## config.mk

```make
export PLATFORM = sky130hd
export DESIGN_NAME = lut_cluster
export DESIGN_NICKNAME = d
export VERILOG_FILES = /design/src/rtl/lut_cluster_pkg.sv /design/src/rtl/lut_cfg_store.sv /design/src/rtl/lut_cell.sv /design/src/rtl/lut_pair.sv /design/src/rtl/lut_cluster.sv
export SDC_FILE = /design/constraint.sdc
export NUM_CORES = 1
export LEC_CHECK = 0
export BUFFER_PORTS_ARGS = -buffer_cell sky130_fd_sc_hd__buf_2
export CORE_AREA = 10 10 139 141
export DETAILED_ROUTE_END_ITERATION = 8
export DIE_AREA = 0 0 149 151
export PLACE_DENSITY_LB_ADDON = 0.25
export SKIP_LAST_GASP = 1
export SYNTH_ARGS = -nofsm -noshare
export SYNTH_HDL_FRONTEND = slang
export SYNTH_SLANG_ARGS = --single-unit
```

## constraint.sdc

```tcl
create_clock -name clk -period 2.5 [get_ports clk]
set_input_delay 0.5 -clock clk [delete_from_list [all_inputs] [get_ports clk]]
set_output_delay 0.5 -clock clk [all_outputs]
set_load 0.05 [all_outputs]
```

## src/rtl/lut_cluster_pkg.sv

```systemverilog
package lut_cluster_pkg;
    localparam int NUM_LUT  = 8;
    localparam int LUT_IN   = 4;
    localparam int TT_W     = 1 << LUT_IN;
    localparam int NUM_PAIR = NUM_LUT / 2;
    localparam int ADDR_W   = $clog2(NUM_LUT);

    typedef enum logic [1:0] {
        PM_SPLIT = 2'b00,
        PM_MUX   = 2'b01,
        PM_FIVE  = 2'b10,
        PM_SPARE = 2'b11
    } pair_mode_e;

    typedef struct packed {
        logic even_res;
        logic odd_res;
    } pair_res_t;

    function automatic logic mode_joins(input pair_mode_e m);
        return (m == PM_MUX) || (m == PM_FIVE);
    endfunction
endpackage

```

## src/rtl/lut_cfg_store.sv

```systemverilog
module lut_cfg_store #(
    parameter int NUM_LUT = lut_cluster_pkg::NUM_LUT,
    parameter int TT_W    = lut_cluster_pkg::TT_W,
    localparam int ADDR_W = $clog2(NUM_LUT)
) (
    input  logic                    clk,
    input  logic                    rst,
    input  logic                    we,
    input  logic [ADDR_W-1:0]       addr,
    input  logic [TT_W-1:0]         data,
    output logic [NUM_LUT*TT_W-1:0] tables
);
    logic [TT_W-1:0] tt_q [NUM_LUT];

    always_ff @(posedge clk) begin
        if (rst) begin
            for (int i = 0; i < NUM_LUT; i++) tt_q[i] <= '0;
        end else if (we) begin
            tt_q[addr] <= data;
        end
    end

    generate
        for (genvar g = 0; g < NUM_LUT; g++) begin : g_flat
            assign tables[g*TT_W +: TT_W] = tt_q[g];
        end
    endgenerate

    assert_write_lands_R2: assert property (@(posedge clk) disable iff (rst)
        we |=> tt_q[$past(addr)] == $past(data));

    assert_idle_holds_R9: assert property (@(posedge clk) disable iff (rst)
        !we |=> $stable(tables));
endmodule

```

## src/rtl/lut_cell.sv

```systemverilog
module lut_cell #(
    parameter int IN_W = lut_cluster_pkg::LUT_IN,
    localparam int TT_W = 1 << IN_W
) (
    input  logic [TT_W-1:0] tt,
    input  logic [IN_W-1:0] idx,
    output logic            y
);
    assign y = tt[idx];
endmodule

```

## src/rtl/lut_pair.sv

```systemverilog
module lut_pair
    import lut_cluster_pkg::*;
#(
    parameter int IN_W = LUT_IN,
    localparam int TT_W = 1 << IN_W
) (
    input  logic            clk,
    input  logic            rst,
    input  logic [TT_W-1:0] tt_even,
    input  logic [TT_W-1:0] tt_odd,
    input  logic [IN_W-1:0] in_even,
    input  logic [IN_W-1:0] in_odd,
    input  pair_mode_e      mode,
    input  logic            sel,
    output logic            out_even,
    output logic            out_odd,
    output logic            conflict
);
    pair_res_t raw;

    lut_cell #(.IN_W(IN_W)) u_even (.tt(tt_even), .idx(in_even), .y(raw.even_res));
    lut_cell #(.IN_W(IN_W)) u_odd  (.tt(tt_odd),  .idx(in_odd),  .y(raw.odd_res));

    always_comb begin
        out_even = raw.even_res;
        if (mode_joins(mode) && sel) out_even = raw.odd_res;
    end

    assign out_odd  = raw.odd_res;
    assign conflict = (mode == PM_FIVE) && (in_even != in_odd);

    assert_split_ignores_sel_R4: assert property (@(posedge clk) disable iff (rst)
        (mode == PM_SPLIT || mode == PM_SPARE) |-> out_even == raw.even_res);

    assert_join_picks_odd_R7: assert property (@(posedge clk) disable iff (rst)
        ((mode == PM_MUX || mode == PM_FIVE) && sel) |-> out_even == raw.odd_res);

    assert_flag_only_five_R6: assert property (@(posedge clk) disable iff (rst)
        conflict |-> mode == PM_FIVE);
endmodule

```

## src/rtl/lut_cluster.sv

```systemverilog
module lut_cluster
    import lut_cluster_pkg::*;
(
    input  logic                      clk,
    input  logic                      rst,
    input  logic                      cfg_we,
    input  logic [ADDR_W-1:0]         cfg_addr,
    input  logic [TT_W-1:0]           cfg_data,
    input  logic [2*NUM_PAIR-1:0]     pair_mode,
    input  logic [NUM_PAIR-1:0]       pair_sel,
    input  logic [NUM_LUT*LUT_IN-1:0] lut_in,
    output logic [NUM_LUT-1:0]        lut_out,
    output logic [NUM_PAIR-1:0]       f5_conflict
);
    logic [NUM_LUT*TT_W-1:0] tables;

    lut_cfg_store #(.NUM_LUT(NUM_LUT), .TT_W(TT_W)) u_store (
        .clk(clk), .rst(rst), .we(cfg_we), .addr(cfg_addr),
        .data(cfg_data), .tables(tables)
    );

    generate
        for (genvar p = 0; p < NUM_PAIR; p++) begin : g_pair
            lut_pair #(.IN_W(LUT_IN)) u_pair (
                .clk(clk),
                .rst(rst),
                .tt_even(tables[(2*p)*TT_W +: TT_W]),
                .tt_odd(tables[(2*p+1)*TT_W +: TT_W]),
                .in_even(lut_in[(2*p)*LUT_IN +: LUT_IN]),
                .in_odd(lut_in[(2*p+1)*LUT_IN +: LUT_IN]),
                .mode(pair_mode_e'(pair_mode[2*p +: 2])),
                .sel(pair_sel[p]),
                .out_even(lut_out[2*p]),
                .out_odd(lut_out[2*p+1]),
                .conflict(f5_conflict[p])
            );
        end
    endgenerate
endmodule

```

==> results of run 1 <==
==> stage by stage <==
step | cell area, um^2 | total power [mW] | util (%)
after floorplan | 6450 | 2.96 | -
after global placement | 7020 | 3.14 | 42.6
after detailed placement | 7020 | 3.16 | 42.6
after CTS | 7630 | 5.65 | 46.3
after global routing | 7630 | 5.81 | 46.3
final | 7630 | 5.61 | 46.4
==> synthesized netlist by cell type (all sizes together), types with 4 or more instances <==
cell type	n	area, um^2
and2	128	801
inv	4	15.0
nand2b	6	37.5
nor2	14	52.6
a22oi	6	45.0
mux2	8	90.1
xor2	16	140
nor2b	14	87.6
buf	15	124
nand3	7	35.0
mux2i	28	280
nand2	10	37.5
clkbuf	16	61.3
o211ai	4	30.0
o41a	4	45.0
ha	4	50.1
mux4	18	450
or2	8	50.1
edfxtp	128	3840
==> critical path, cell delays in order (launching register included) <==
cell and delay [ps]:
edfxtp_1 390, mux4_2 470, mux2_4 290, a22oi_2 170
o211ai_1 120, buf_4 210
==> routing by layer <==
layer | vias up | track usage [%]
met5 | - | 0
met4 | 2 | 5.94
met3 | 28 | 3.43
met2 | 127 | 23.0
met1 | 1900 | 17.7
li1 | 1837 | -
==> worst max path at each step <==
| stage | end | slack [ps] | depth (start not counted) |
|---|---|---|---|
| after detailed placement | lut_out[6] | -100 | 6 |
| after CTS | lut_out[6] | -90 | 5 |
| after global routing | lut_out[6] | -120 | 5 |
| after global placement | lut_out[6] | -60 | 6 |
| after floorplan | lut_out[0] | 160 | 6 |
| final | lut_out[6] | -60 | 5 |
==> logic make-up after synthesis <==
| family | share of synthesized area, % |
|---|---|
| AND/OR/NAND/NOR | 17.8 |
| flip-flops | 59.6 |
| multiplexers | 12.7 |
| buffers and inverters | 3.10 |
| AO/OA/AOI/OAI | 3.82 |
| XOR/XNOR | 2.17 |
| adder cells (fa/ha/maj) | 0.776 |
==> final cells by class <==
cell class / count / area, um^2 / area share [%]
clock buffer: 17 / 425 / 5.57
antenna: 1 / 2.50 / 0.0328
timing repair buffer: 89 / 492 / 6.44
tap: 220 / 275 / 3.61
multi-input combinational: 299 / 2410 / 31.6
clock inverter: 15 / 170 / 2.23
sequential: 128 / 3840 / 50.4
inverter: 4 / 15.0 / 0.197
==> power by group through the flow <==
stage	sequential, mW	clock, mW	combinational [mW]
finish	2.54	2.47	0.605
detailed placement	2.58	0	0.576
CTS	2.54	2.50	0.604
global placement	2.58	0	0.564
floorplan	2.56	0	0.402
global route	2.55	2.61	0.656
==> timing repair <==
action                     in CTS  in global routing
gates resized for setup        18                 11
setup endpoints to repair       4                  5
buffers inserted                0                  0
pin swaps                       7                  4
==> metrics.txt, run 1 <==
status finished, violations left; failing checks setup timing; DRT iter0 DRCs 287; worst-margin pin slew 387 ps; hold_ws 552 ps; CP startpoint u_store.tt_q[6][4]$_SDFFCE_PN0P_; Place WS -98.8 ps; # clock sinks 128; post-route ant nets 0; layout cell share with drive strength beyond 1 29.2%; initial antenna violation count 1; Max Freq 0.390 GHz; Hold Path Depth 2; MaxCap Viol Count 0; largest register by flop count u_store.tt_q; final max-slew violation count 0; max reg flops 128; crit start category flop; Flop pwr share 45.2%; Avg Cell Area, Syn 14.0 um^2; Main synth FF type edfxtp_1; syn nets 532; total global routing overflow 0; num rows 47; Pre-antenna DRT Iters 4; Rel. slew slack 74.2%; Tot GR Track Use 14.1%; chip height 151 um; Top Layer Used met5; biggest regs u_store.tt_q: 128 flops; CTS tree yes; DR WL met3 934 um; final non-filler cell total 773; Via density 5.04; HPWL after DPL 10,200 um; number of global-route vias before repair 4,084; CTS Hold Bufs 0; Setup crit end kind output port; met2 WL 7400 um; switching share of power 23.5%; die area 0.0225 mm^2; layout overhead on the synthesized area 18.3%; final period utilization 103%; Synth Cell Area 0.00645 mm^2; clk buf depth 2; starting density of the core 39.2%; # IOs 78; number of fill cells 1,482; Clock Power Share 44.0%; first-pass GRT wire length 23,500 um; post-route minimum period 2560 ps; root buf cell clkbuf_16; post-synth cell types 35; Clock Pin Slew Worst Setup and Hold Paths 60 ps; final setup fails 3; CTS buffer count 17; WL met1 6580 um; DR WL/cell 19.7 um; port bufs 77; RSZ-0062 raised after global routing yes; Leakage Power 2.93 nW; Psw 1.32 mW; routed via count 3,894; Synth Register Bits 128; FFs w/ async S/R, synth 0%; Hold/Removal Path Class in2reg; core area 0.0165 mm^2; Pint 4.29 mW; hold_sp cfg_data[2]; PnR worst setup slack -64.1 ps; combinational power share 10.8%; Placed Cells incl. Taps 740; crit path DAT 2060 ps; Worst Path Class, Setup reg2out; CTS H-tree lvls 4; post-synthesis sequential area ratio 59.6%; WL final 15,200 um; Routability Congestion 0.787; fin nets 609; CP max FO 1; Fin. Hold Viols 0; DIE WIDTH 149 um; Peak supply drop 464 uV; Hold Path End u_store.tt_q[0][2]$_SDFFCE_PN0P_; TNS Setup -121 ps; synthesized instance count 462; largest net degree at the start of global routing 17; most frequent cells in the layout 128 x and2_1, 128 x edfxtp_1, 72 x buf_2, 27 x mux2i_1, 18 x mux4_2; CP Data Required Time 2000 ps; Syn. warnings 0; Power Density 735 mW/mm^2; DR DRC count 0; Post-synth EDFFs 128
Note: power is estimated with default switching activity, not from simulation.
==> inputs of run 2 (changes only) <==
--- a/config.mk
+++ b/config.mk
@@ -7,9 +7,11 @@
 export LEC_CHECK = 0
 export BUFFER_PORTS_ARGS = -buffer_cell sky130_fd_sc_hd__buf_2
 export CORE_AREA = 10 10 139 141
+export CTS_BUF_LIST = sky130_fd_sc_hd__clkbuf_2
 export DETAILED_ROUTE_END_ITERATION = 8
 export DIE_AREA = 0 0 149 151
 export PLACE_DENSITY_LB_ADDON = 0.25
+export REMOVE_ABC_BUFFERS = 1
 export SKIP_LAST_GASP = 1
 export SYNTH_ARGS = -nofsm -noshare
 export SYNTH_HDL_FRONTEND = slang
==> run 2 against run 1 <==
Against the previous run: the run still ends with setup timing left; setup slack got worse by 250 ps; combinational power is 0.7% lower; first-iteration DRC count shrank 0.35%; sequential power about the same; clock-buffer cell count increased by 2; final area decreased by 5.6%; highest routed layer unchanged; power fell by 26%; largest cell class unchanged; sequential share of layout area rose by 3.0 points; routed wire length down 2.5%; hold slack worse by 250 ps; maximum frequency fell by 9.0%.
==> metrics.txt, run 2 (synthesis results as in run 1) <==
final max-slew violation count 0; Power Density 579 mW/mm^2; register area 0.00384 mm^2; DRT iter0 DRCs 286; crit start category flop; WL met1 6360 um; final period utilization 113%; chip height 151 um; Rel. slew slack 69.8%; Hold/Removal Path Class in2reg; Tot GR Track Use 13.8%; CTS tree yes; final design utilization 43.8%; Routability Congestion 0.822; Top Layer Used met5; # IOs 78; initial antenna violation count 5; crit path DAT 2320 ps; Worst Path Class, Setup reg2out; total global routing overflow 0; biggest regs u_store.tt_q: 128 flops; CTS buffer count 17; Setup crit end kind output port; critical-path cell list mux4_2 > mux2_4 > a22oi_2 > o211ai_1 > buf_4; first-pass GRT wire length 23,300 um; failing checks setup timing; starting density of the core 39.2%; root buf cell clkbuf_2; number of fill cells 1,544; CTS H-tree lvls 4; PnR worst setup slack -317 ps; final setup fails 5; DR WL met3 924 um; DR DRC count 0; DR WL/cell 19.3 um; layout overhead on the synthesized area 11.7%; most frequent cells in the layout 128 x and2_1, 128 x edfxtp_1, 69 x buf_2, 27 x mux2i_1, 19 x clkbuf_2; Pre-antenna DRT Iters 4; number of global-route vias before repair 4,143; CP max stage cell mux4_2; routed via count 3,790; num rows 47; hold_ws 298 ps; Largest stage delay, worst path 480 ps; # clock sinks 128; largest register by flop count u_store.tt_q; post-route minimum period 2820 ps; Top delay family on crit path multiplexers; CP bufs+invs 1; multi-input logic area 0.00240 mm^2; HPWL after DPL 10,300 um; Placed Area 0.00701 mm^2; Post-CTS Setup Bufs 0; RSZ-0062 raised after global routing yes; post-route cell area 0.00721 mm^2; die area 0.0225 mm^2; Via density 4.92; largest net degree at the start of global routing 17; CTS Hold Bufs 0; DIE WIDTH 149 um; Max Freq 0.355 GHz; layout cell share with drive strength beyond 1 27.6%; status finished, violations left; port bufs 77; Leakage Power 2.76 nW; TNS Setup -1390 ps; MaxCap Viol Count 0; post-route ant nets 0; clk buf depth 2; worst-margin pin slew 452 ps; CP Data Required Time 2000 ps; CP max FO 1; met2 WL 7200 um; WL final 14,800 um; Fin. Hold Viols 0; Place WS -99.5 ps; Peak supply drop 278 uV; max reg flops 128; Clock Pin Slew Worst Setup and Hold Paths 180 ps; fin nets 608; core area 0.0165 mm^2
## run 2: final timing paths
check	end	cells after the start	start	slack [ps]
hold / removal	u_store.tt_q[3][3]$_SDFFCE_PN0P_	2	cfg_data[3]	300
setup / recovery	lut_out[4]	5	u_store.tt_q[4][8]$_SDFFCE_PN0P_	-320
## run 2: report_power, final
part,total [mW],switching (mW),internal [mW]
Combinational,0.601,0.358,0.243
Sequential,2.53,0.0413,2.49
Clock,1.04,0.706,0.330
## run 2: metrics by stage
stage                     power [mW]  cells
after floorplan                 2.90    431
after global placement          3.14    739
after detailed placement        3.15    739
after CTS                       4.21    770
after global routing            4.37    771
final                           4.17    771
## run 2: cell type report
class                           instances  share of cell area (%)
Inverter                                4                   0.208
Tap cell                              220                    3.82
Sequential cell                       128                    53.3
Clock buffer                           19                    1.32
Clock inverter                         12                    1.06
Multi-Input combinational cell        299                    33.4
Timing Repair Buffer                   88                    6.87
Antenna cell                            1                  0.0347
## run 2: repair_timing
action,4_1_cts,5_1_grt
resized for setup,23,13
setup endpoints to repair,5,8
gates cloned,0,0
pin swaps,6,2
## run 2: per-layer routing
metal / track usage (%) / vias to the layer above
li1: - / 1830
met1: 17.0 / 1837
met2: 22.3 / 92
met3: 4.06 / 25
met4: 5.64 / 6
met5: 0 / -
==> inputs of run 3 (changes only) <==
--- a/config.mk
+++ b/config.mk
@@ -6,13 +6,14 @@
 export NUM_CORES = 1
 export LEC_CHECK = 0
 export BUFFER_PORTS_ARGS = -buffer_cell sky130_fd_sc_hd__buf_2
-export CORE_AREA = 10 10 139 141
+export CORE_AREA = 10 10 110 122
 export CTS_BUF_LIST = sky130_fd_sc_hd__clkbuf_2
 export DETAILED_ROUTE_END_ITERATION = 8
-export DIE_AREA = 0 0 149 151
+export DIE_AREA = 0 0 120 132
 export PLACE_DENSITY_LB_ADDON = 0.25
 export REMOVE_ABC_BUFFERS = 1
 export SKIP_LAST_GASP = 1
 export SYNTH_ARGS = -nofsm -noshare
 export SYNTH_HDL_FRONTEND = slang
 export SYNTH_SLANG_ARGS = --single-unit
+export TNS_END_PERCENT = 10
==> run 3 against run 2 <==
Against the previous run: the flow still finishes with violations (setup timing); combinational power down 3%; cell count is 9.3% lower; power up 5.4%; clock-buffer cell count is 1 lower; highest routed layer is now met4; via count grew 2.3%; sequential power barely moved; sequential share of layout area up 0.32 points.
==> metrics.txt, run 3 (synthesis results as in run 1) <==
chip height 132 um; CP max stage cell mux4_1; final period utilization 115%; Rel. slew slack 66.6%; max reg flops 128; status finished, violations left; layout overhead on the synthesized area 11.0%; fin nets 609; Worst Setup EP lut_out[6]; Post-CTS Setup Bufs 0; CTS tree yes; final non-filler cell total 699; Place WS -64.1 ps; Worst Path Class, Setup reg2out; CTS Hold Bufs 0; Placed Area 0.00693 mm^2; hold_ws 218 ps; core area 0.0109 mm^2; largest register by flop count u_store.tt_q; Via density 5.55; Largest stage delay, worst path 510 ps; routed via count 3,877; Setup crit end kind output port; post-route ant nets 0; critical-path cell list mux4_1 > mux2_2 > a22oi_2 > o211ai_1 > buf_4; CP startpoint u_store.tt_q[6][9]$_SDFFCE_PN0P_; switching share of power 25.8%; Leakage Power 2.80 nW; crit path DAT 2370 ps; total global routing overflow 0; worst-margin pin slew 500 ps; Crit. path cell count 5; MaxCap Viol Count 0; Top delay family on crit path multiplexers; largest net degree at the start of global routing 17; DIE WIDTH 120 um; biggest regs u_store.tt_q: 128 flops; Peak supply drop 367 uV; Fin. Hold Viols 0; num rows 40; Pre-antenna DRT Iters 5; combinational power share 13.3%; WL final 14,100 um; Hold/Removal Path Class in2reg; initial antenna violation count 0; Routability Congestion 0.813; DR DRC count 0; CTS buffer count 17; final setup fails 5; Pint 3.26 mW; failing checks setup timing; number of global-route vias before repair 4,159; n_diodes 0; final max-slew violation count 0; CP bufs+invs 1; # clock sinks 128; TNS Setup -1700 ps; DRT iter0 DRCs 184; # IOs 78; final design utilization 66.0%; CP max FO 1; PnR worst setup slack -374 ps; post-route minimum period 2870 ps; port bufs 77; first-pass GRT wire length 21,900 um; Pwr Total 4.40 mW; Placed Cells incl. Taps 667; CP Data Required Time 2000 ps; Psw 1.13 mW; most frequent cells in the layout 128 x and2_1, 128 x edfxtp_1, 74 x buf_2, 28 x mux2i_1, 18 x clkbuf_2; Clock Pin Slew Worst Setup and Hold Paths 180 ps; Tot GR Track Use 18.3%; clk buf depth 2; Power Density 614 mW/mm^2; starting density of the core 59.4%; HPWL after DPL 9780 um; crit start category flop; Flop pwr share 57.6%; Clock Power Share 29.1%; root buf cell clkbuf_2; layout cell share with drive strength beyond 1 27.7%; RSZ-0062 raised after global routing yes; Max Freq 0.348 GHz; die area 0.0158 mm^2; post-route cell area 0.00716 mm^2; DR WL/cell 20.1 um; CTS H-tree lvls 4
==> run 3: cell count changes in the layout (fill, tap and decap cells not counted), moves of 2 or more <==
cell        delta
buf_2          +5
clkinv_1       -5
mux4_1         +4
mux4_2         -4
clkinv_2       +3
buf_4          -2
buf_6          -2
bufinv_16      +2
clkinvlp_4     +2
mux2_2         +2
mux2_4         -2
==> run 3: what timing repair did <==
item / 4_1_cts / 5_1_grt
endpoints found under the setup margin: 5 / 8
pin swaps: 2 / 2
hold endpoints to repair: 0 / 0
resized for setup: 15 / 1
==> run 3: metal layers <==
| metal | vias to the layer above | wire [um] | track usage (%) | share of wire [%] |
|---|---|---|---|---|
| li1 | 1827 | - | - | - |
| met5 | - | 0 | 0 | 0 |
| met1 | 1902 | 5680 | 21.3 | 40 |
| met4 | 0 | 315 | 8.05 | 2.2 |
| met2 | 125 | 7180 | 30.5 | 51 |
| met3 | 23 | 901 | 5.23 | 6.4 |
==> run 3: worst min-delay path by stage <==
stage,from,end,slack [ps],cells after the start
after CTS,cfg_data[8],u_store.tt_q[6][8]$_SDFFCE_PN0P_,190,2
after detailed placement,cfg_data[0],u_store.tt_q[0][0]$_SDFFCE_PN0P_,960,2
after floorplan,cfg_data[0],u_store.tt_q[0][0]$_SDFFCE_PN0P_,700,1
final,cfg_data[8],u_store.tt_q[6][8]$_SDFFCE_PN0P_,220,2
after global routing,cfg_data[0],u_store.tt_q[6][0]$_SDFFCE_PN0P_,160,2
after global placement,cfg_data[0],u_store.tt_q[0][0]$_SDFFCE_PN0P_,950,2
==> run 3: power groups by stage <==
stage,logic (mW),registers [mW],clock network [mW]
2_1_floorplan,0.341,2.56,0
3_3_place_gp,0.549,2.57,0
3_5_place_dp,0.567,2.58,0
4_1_cts,0.586,2.53,1.29
5_1_grt,0.632,2.54,1.39
6_report,0.585,2.53,1.28
==> run 3: layout make-up <==
cell class,instances,area (um^2)
Clock buffer,18,90.1
Clock inverter,14,148
Fill cell,855,3700
Inverter,4,15.0
Multi-Input combinational cell,299,2400
Sequential cell,128,3840
Tap cell,147,184
Timing Repair Buffer,89,483
